File: src/rtl/vconv_pkg.sv
package vconv_pkg;

   // width of a full-precision sum of n products of dw x cw signed operands
   function automatic int sum_width(input int dw, input int cw, input int n);
      return dw + cw + $clog2(n);
   endfunction

   function automatic int cnt_width(input int max_count);
      return (max_count < 2) ? 1 : $clog2(max_count + 1);
   endfunction

endpackage

File: src/rtl/vconv_line_store.sv
module vconv_line_store #(
   parameter int DATA_W = 8,
   parameter int LINES  = 2,
   parameter int DEPTH  = 64,
   localparam int IDX_W = $clog2(DEPTH)
) (
   input  logic                    clk,
   input  logic                    wr_en,
   input  logic [IDX_W-1:0]        idx,
   input  logic [DATA_W-1:0]       din,
   output logic [LINES*DATA_W-1:0] taps_flat
);

   // line 0 holds the oldest row, line LINES-1 the most recent one
   for (genvar j = 0; j < LINES; j++) begin : g_line
      logic [DATA_W-1:0] mem [DEPTH];
      logic [DATA_W-1:0] wval;

      assign taps_flat[j*DATA_W +: DATA_W] = mem[idx];

      if (j == LINES - 1) begin : g_newest
         assign wval = din;
      end else begin : g_shift
         assign wval = g_line[j+1].mem[idx];
      end

      always_ff @(posedge clk) begin
         if (wr_en) begin
            mem[idx] <= wval;
         end
      end
   end

endmodule

File: src/rtl/vconv_position.sv
module vconv_position #(
   parameter int TAPS  = 3,
   parameter int COL_W = 7,
   parameter int ROW_W = 11
) (
   input  logic             clk,
   input  logic             rst_n,
   input  logic             step,
   input  logic [COL_W-1:0] cfg_cols,
   input  logic [ROW_W-1:0] cfg_rows,
   output logic [COL_W-1:0] col,
   output logic             emit
);

   localparam int FILL = TAPS - 1;

   logic [ROW_W-1:0] row;
   logic             last_col;
   logic             last_row;

   assign last_col = (col == cfg_cols - COL_W'(1));
   assign last_row = (row == cfg_rows - ROW_W'(1));
   assign emit     = (32'(row) >= FILL);

   always_ff @(posedge clk) begin
      if (!rst_n) begin
         col <= '0;
         row <= '0;
      end else if (step) begin
         if (last_col) begin
            col <= '0;
            row <= last_row ? '0 : row + ROW_W'(1);
         end else begin
            col <= col + COL_W'(1);
         end
      end
   end

endmodule

File: src/rtl/vconv_mac.sv
module vconv_mac #(
   parameter int DATA_W = 8,
   parameter int COEF_W = 8,
   parameter int TAPS   = 3,
   localparam int PROD_W = DATA_W + COEF_W,
   localparam int ACC_W  = vconv_pkg::sum_width(DATA_W, COEF_W, TAPS)
) (
   input  logic [TAPS*DATA_W-1:0] taps_flat,
   input  logic [TAPS*COEF_W-1:0] coef_flat,
   output logic [ACC_W-1:0]       sum
);

   logic signed [ACC_W-1:0] prod_ext [TAPS];

   for (genvar g = 0; g < TAPS; g++) begin : g_tap
      logic signed [DATA_W-1:0] a;
      logic signed [COEF_W-1:0] b;
      logic signed [PROD_W-1:0] p;
      assign a = taps_flat[g*DATA_W +: DATA_W];
      assign b = coef_flat[g*COEF_W +: COEF_W];
      assign p = a * b;
      assign prod_ext[g] = {{(ACC_W-PROD_W){p[PROD_W-1]}}, p};
   end

   always_comb begin
      logic signed [ACC_W-1:0] acc;
      acc = '0;
      for (int k = 0; k < TAPS; k++) begin
         acc = acc + prod_ext[k];
      end
      sum = acc;
   end

endmodule

File: src/rtl/vconv_stage.sv
module vconv_stage #(
   parameter int DATA_W   = 8,
   parameter int COEF_W   = 8,
   parameter int TAPS     = 3,
   parameter int MAX_COLS = 64,
   parameter int MAX_ROWS = 1080,
   localparam int COL_W = vconv_pkg::cnt_width(MAX_COLS),
   localparam int ROW_W = vconv_pkg::cnt_width(MAX_ROWS),
   localparam int ACC_W = vconv_pkg::sum_width(DATA_W, COEF_W, TAPS)
) (
   input  logic                   clk,
   input  logic                   rst_n,
   input  logic [COL_W-1:0]       cfg_cols,
   input  logic [ROW_W-1:0]       cfg_rows,
   input  logic [TAPS*COEF_W-1:0] coef_flat,
   input  logic                   in_valid,
   output logic                   in_ready,
   input  logic [DATA_W-1:0]      in_data,
   output logic                   out_valid,
   input  logic                   out_ready,
   output logic [ACC_W-1:0]       out_data
);

   localparam int LINES = TAPS - 1;
   localparam int IDX_W = $clog2(MAX_COLS);

   if (TAPS < 2) begin : g_bad_taps
      $error("vconv_stage: TAPS must be at least 2");
   end
   if (MAX_COLS < 2) begin : g_bad_cols
      $error("vconv_stage: MAX_COLS must be at least 2");
   end
   if (DATA_W < 2 || COEF_W < 2) begin : g_bad_width
      $error("vconv_stage: operand widths must be at least 2");
   end

   logic                    take;
   logic                    emit;
   logic [COL_W-1:0]        col;
   logic [LINES*DATA_W-1:0] line_taps;
   logic [TAPS*DATA_W-1:0]  all_taps;
   logic [ACC_W-1:0]        sum;

   assign in_ready = !out_valid || out_ready;
   assign take     = in_valid && in_ready;
   assign all_taps = {in_data, line_taps};

   vconv_position #(
      .TAPS (TAPS),
      .COL_W(COL_W),
      .ROW_W(ROW_W)
   ) pos_i (
      .clk     (clk),
      .rst_n   (rst_n),
      .step    (take),
      .cfg_cols(cfg_cols),
      .cfg_rows(cfg_rows),
      .col     (col),
      .emit    (emit)
   );

   vconv_line_store #(
      .DATA_W(DATA_W),
      .LINES (LINES),
      .DEPTH (MAX_COLS)
   ) lines_i (
      .clk      (clk),
      .wr_en    (take),
      .idx      (col[IDX_W-1:0]),
      .din      (in_data),
      .taps_flat(line_taps)
   );

   vconv_mac #(
      .DATA_W(DATA_W),
      .COEF_W(COEF_W),
      .TAPS  (TAPS)
   ) mac_i (
      .taps_flat(all_taps),
      .coef_flat(coef_flat),
      .sum      (sum)
   );

   always_ff @(posedge clk) begin
      if (!rst_n) begin
         out_valid <= 1'b0;
         out_data  <= '0;
      end else if (in_ready) begin
         out_valid <= take && emit;
         if (take && emit) begin
            out_data <= sum;
         end
      end
   end

endmodule

File: config.mk
export PLATFORM = sky130hd
export DESIGN_NAME = vconv_stage
export DESIGN_NICKNAME = d
export VERILOG_FILES = /design/src/rtl/vconv_pkg.sv /design/src/rtl/vconv_line_store.sv /design/src/rtl/vconv_position.sv /design/src/rtl/vconv_mac.sv /design/src/rtl/vconv_stage.sv
export SDC_FILE = /design/constraint.sdc
export NUM_CORES = 2
export LEC_CHECK = 0
export BUFFER_PORTS_ARGS = -buffer_cell sky130_fd_sc_hd__buf_2
export CORE_ASPECT_RATIO = 2
export CORE_MARGIN = 2
export CORE_UTILIZATION = 30
export CTS_BUF_LIST = sky130_fd_sc_hd__clkbuf_4 sky130_fd_sc_hd__clkbuf_8 sky130_fd_sc_hd__clkbuf_16
export CTS_CLUSTER_DIAMETER = 200
export DETAILED_ROUTE_END_ITERATION = 8
export PLACE_DENSITY = 0.44
export SLEW_MARGIN = 20
export SYNTH_ARGS = -nofsm -noshare
export SYNTH_HDL_FRONTEND = slang
export SYNTH_SLANG_ARGS = --single-unit
File: constraint.sdc
create_clock -name clk -period 18.4 [get_ports clk]
set_clock_uncertainty 0.15 [all_clocks]
set_input_delay 2.76 -clock clk [delete_from_list [all_inputs] [get_ports clk]]
set_output_delay 2.76 -clock clk [all_outputs]
set_load 0.02 [all_outputs]
; ---- Word level (Yosys, flattened, before mapping)
; Memory sizes are Yosys's and may differ from the RTL's. A register that Yosys moved wholly into a read port is not among the register bits.
; Index checks and enable logic that the tools add are counted.
[classes]
addsub = 6
n_mul = 3
magnitude_cmp = 1
eq_ne = 2
n_mux = 8
reduce_logical = 6
[ops]
columns = op, n
row1 = $mul A8 B8 Y16, 3
row2 = $mux W6, 4
row3 = $add A17 B16 Y18, 1
row4 = $add A16 B16 Y17, 1
row5 = $add A11 B1 Y11 const B, 1
row6 = $eq A11 B11 Y1, 1
row7 = $ge A11 B2 Y1 const B, 1
row8 = $mux W11, 1
row9 = $sub A11 B1 Y11 const B, 1
row10 = $add A7 B1 Y7 const B, 1
row11 = $eq A7 B7 Y1, 1
row12 = $mux W7, 1
row13 = $sub A7 B1 Y7 const B, 1
row14 = $reduce_and A2 Y1, 2
row15 = $logic_and A1 B1 Y1, 2
row16 = $mux W1, 2
row17 = $logic_not A1 Y1, 1
row18 = $logic_or A1 B1 Y1, 1
[totals]
register_bits = 37
ram_bits = 1024
wordCells = 32
mem_count = 2
[memory_table]
columns = name, depth, width, rd, rd_ports_with_merged_regs, write_ports, line
row1 = lines_i.g_line[0].mem, 64, 8, 1, 1, 1, vconv_line_store.sv:16  ; logic [DATA_W-1:0] mem [DEPTH];
row2 = lines_i.g_line[1].mem, 64, 8, 1, 1, 1, vconv_line_store.sv:16

; ---- Depth between registers and ports, before layout
[logic_depth]
depth_word = 5
depth_mapped = 34
mapped_depth_nobuf = 29

; ---- Hierarchy
; From an unflattened synthesis, not the netlist that was laid out.
[hier_totals]
hier_cells = 3344
hier_area_um2 = 49730.2
[modules_own_cells]
columns = module, n_inst, cells_each, area_per_inst_um2
row1 = vconv_line_store, 1, 2237, 39306.4
row2 = vconv_mac, 1, 846, 8165.3
row3 = vconv_position, 1, 177, 1456.4
row4 = vconv_stage, 1, 84, 802.0

; ---- Worst setup path after synthesis
; OpenSTA, ideal clock, no wires.
[synth_path]
path_type = input -> register
start = in coef_flat[1]
end = reg out_data[15]
setup_ns = 0.138
arrival_ns = 8.193
path_slack_ns = 9.919
cell_stages = 21
path_buffers = 0
cell_sequence = nor2b_1 > inv_1 > fa_1 > inv_1 > fa_1 > fa_1 > inv_1 > fa_1 > inv_1 > fa_1 > fa_1 > inv_1 > fa_1 > inv_1 > ha_1 > o21a_1 > o21ai_0 > a21oi_1 > a311o_1 > a31oi_1 > o221ai_1
[synth_between]
elab_chain_len = 3
[synth_lines]
columns = item, line
row1 = "start, declared", vconv_stage.sv:15  ; input logic [TAPS*COEF_W-1:0] coef_flat,
row2 = $mul A8 B8 Y16, vconv_mac.sv:21  ; assign p = a * b;
row3 = $add A16 B16 Y17, vconv_mac.sv:29  ; acc = acc + prod_ext[k];
row4 = $add A17 B16 Y18, vconv_mac.sv:29
row5 = "end signal, assigned", vconv_stage.sv:91  ; out_data <= sum;
row6 = "end, declared", vconv_stage.sv:21  ; output logic [ACC_W-1:0] out_data
; Every way passes these cells.
; A chain may end at the register's enable or synchronous reset.

==> reports/qor.yml <==
cts_sinks: 1067
synth_top_cells_by_area: "edfxtp_1 62%, mux4_2 15%, fa_1 9.4%"
synthArstFlopShare_pct: 0
routed_wl_mm: 146
final_common_cell: "edfxtp_1"
cts_root_buf: "clkbuf_16"
grt_usage_pct: 17.5
die_x_um: 292
die_area_um2: 169000
clk_pin_slew_ps: 70
gp_congestion: 0.837
critical_path_class: "register to register"
fin_ws_ps: 7150
cts_setup_buffers: 0
fmax_mhz: 88.9
hp-class: "register to register"
ys_dominant_reg_cell: "edfxtp_1"
synth_area_um2: 49700
antenna_found_initial: 4
postSynthNetCount: 3088
yosys_warnings: 0
area_growth_pct: 13.0
vias: 24900
crit_slowest_cell: "dfxtp_4"
rsz0062_at_grt: "no"
rows: 211
cp_common_cell: "fa_1"
layout.nets: 3230
drive_gt1_share_pct: 23.8
numCtsBuffers: 93
cts-resized-gates: 0
route.detailed.drc: 0
min_period_ps: 11250
antenna_left: 0
ys_seq_area_share_pct: 63.6
synth.ff_latch_count: 1067
grt_pass1_wl_mm: 208
finalSetupViolCount: 0
dp_hpwl_mm: 95.7
syn_avg_cell_area_um2: 18.3
fin_crit_sh_pct: 61.2
pin_count: 74
via_per_inst: 4.90
max_slew_margin_pct: 25.8
netlist_instances: 2722
drt_pass1_iterations: 5
drv_cap: 0
grt-ovfl-total: 0
synth_cell_type_count: 60
hold_viol: 0
critPathMaxFanout: 94
initial_core_util_pct: 30.2
coreArea_um2: 165000
grt_pass1_vias: 28000
die_y_um: 580
synth_top_area_share_pct: 61.9
synth_edf_count: 1024
final_cell_mix: "1024 x edfxtp_1, 320 x mux4_2, 290 x inv_1"
status: "finished, final reports clean"
pre_cts_ws_ps: 7210
final_util_pct: 34.1
ctsLongestPathBuffers: 3
dr.first_iter.drc_count: 1640
finalMaxSlewViolations: 0
critPathLaunchType: "register"
fin_tns_setup_ps: 0
tritoncts: "done"
end_kind: "register"
cp.arrival_ps: 11690
grt_max_degree: 109
cp.required_ps: 18830
worstMarginPinSlew_ps: 1110
insertion_delay_ps: 720
cts_max_level: 3
routedWlPerCell_um: 28.7
port-buffer-count: 73
slowest_delay_ps: 770
yosysTopAreaCell: "edfxtp_1"
ctsHoldBuffers: 0
## cell usage after synthesis (all sizes together) (9+ instances only)
cell,instances
edfxtp,1024
mux4,320
inv,299
fa,234
nor2,143
nand2,109
ha,78
clkbuf,57
nand2b,50
buf,49
dfxtp,43
a21oi,37
and2,37
xnor2,33
nand3,30
nor2b,22
mux2i,18
xor2,17
mux2,15
o21ai,13
or3,9
## worst max-delay path, delay by kind of cell (launching register included)
kind | cells | cell delay [ps]
DFF | 1 | 770
AOI/OAI and AO/OA | 7 | 1560
muxes | 3 | 1380
buffers and inverters | 7 | 2960
adders and majority gates | 8 | 3650
and+or+nand+nor | 2 | 450
## state kept, by name (all words and copies together) (netlist names), named ones only
name / flops
lines_i.g_line.mem: 1024
out_data: 18
out_valid: 1
pos_i.col: 7
pos_i.row: 11
## logic make-up after synthesis
| logic type | share of synthesized area [%] |
|---|---|
| buffers and inverters | 3.33 |
| muxes | 15.2 |
| and+or+nand+nor | 4.18 |
| xor gates and xnor gates | 0.881 |
| AOI/OAI and AO/OA | 1.39 |
| DFF | 63.6 |
| adders and majority gates | 11.4 |
## area by class of cell
| class | instances | area (um^2) |
|---|---|---|
| tap | 2130 | 2670 |
| clock buffer | 111 | 2470 |
| clock inverter | 65 | 686 |
| fill | 15600 | 109000 |
| timing repair buffer | 153 | 991 |
| sequential | 1067 | 31600 |
| multi-input combinational | 1249 | 16600 |
| antenna | 4 | 10.0 |
| inverter | 300 | 1130 |
## path summary, 6_finish.rpt
path,startpoint,end,cells after the start,slack (ps)
setup / recovery,register,out_data[15],27,7150
hold / removal,out_data[13],out_data[13],2,300
setup reg to reg,register,out_data[15],27,7150
hold reg to reg,out_data[13],out_data[13],2,300
## layer usage
layer | track usage [%] | vias to the layer above | share of wire (%)
li1 | - | 10500 | -
met1 | 17.9 | 13700 | 34
met2 | 36.4 | 519 | 60
met3 | 1.58 | 176 | 2.8
met4 | 5.53 | 0 | 2.9
met5 | 0 | - | 0
## through the flow
| stage | instances | hold slack, ps | cell area [um^2] |
|---|---|---|---|
| floorplan | 2722 | 343 | 49700 |
| global placement | 4899 | 290 | 53000 |
| detailed placement | 4899 | 296 | 53000 |
| CTS | 5075 | 302 | 56100 |
| global route | 5076 | 317 | 56100 |
| finish | 5079 | 300 | 56100 |
Power is not shown: default switching activity piles up to over one toggle a cycle in this logic, so the estimate is an artifact.
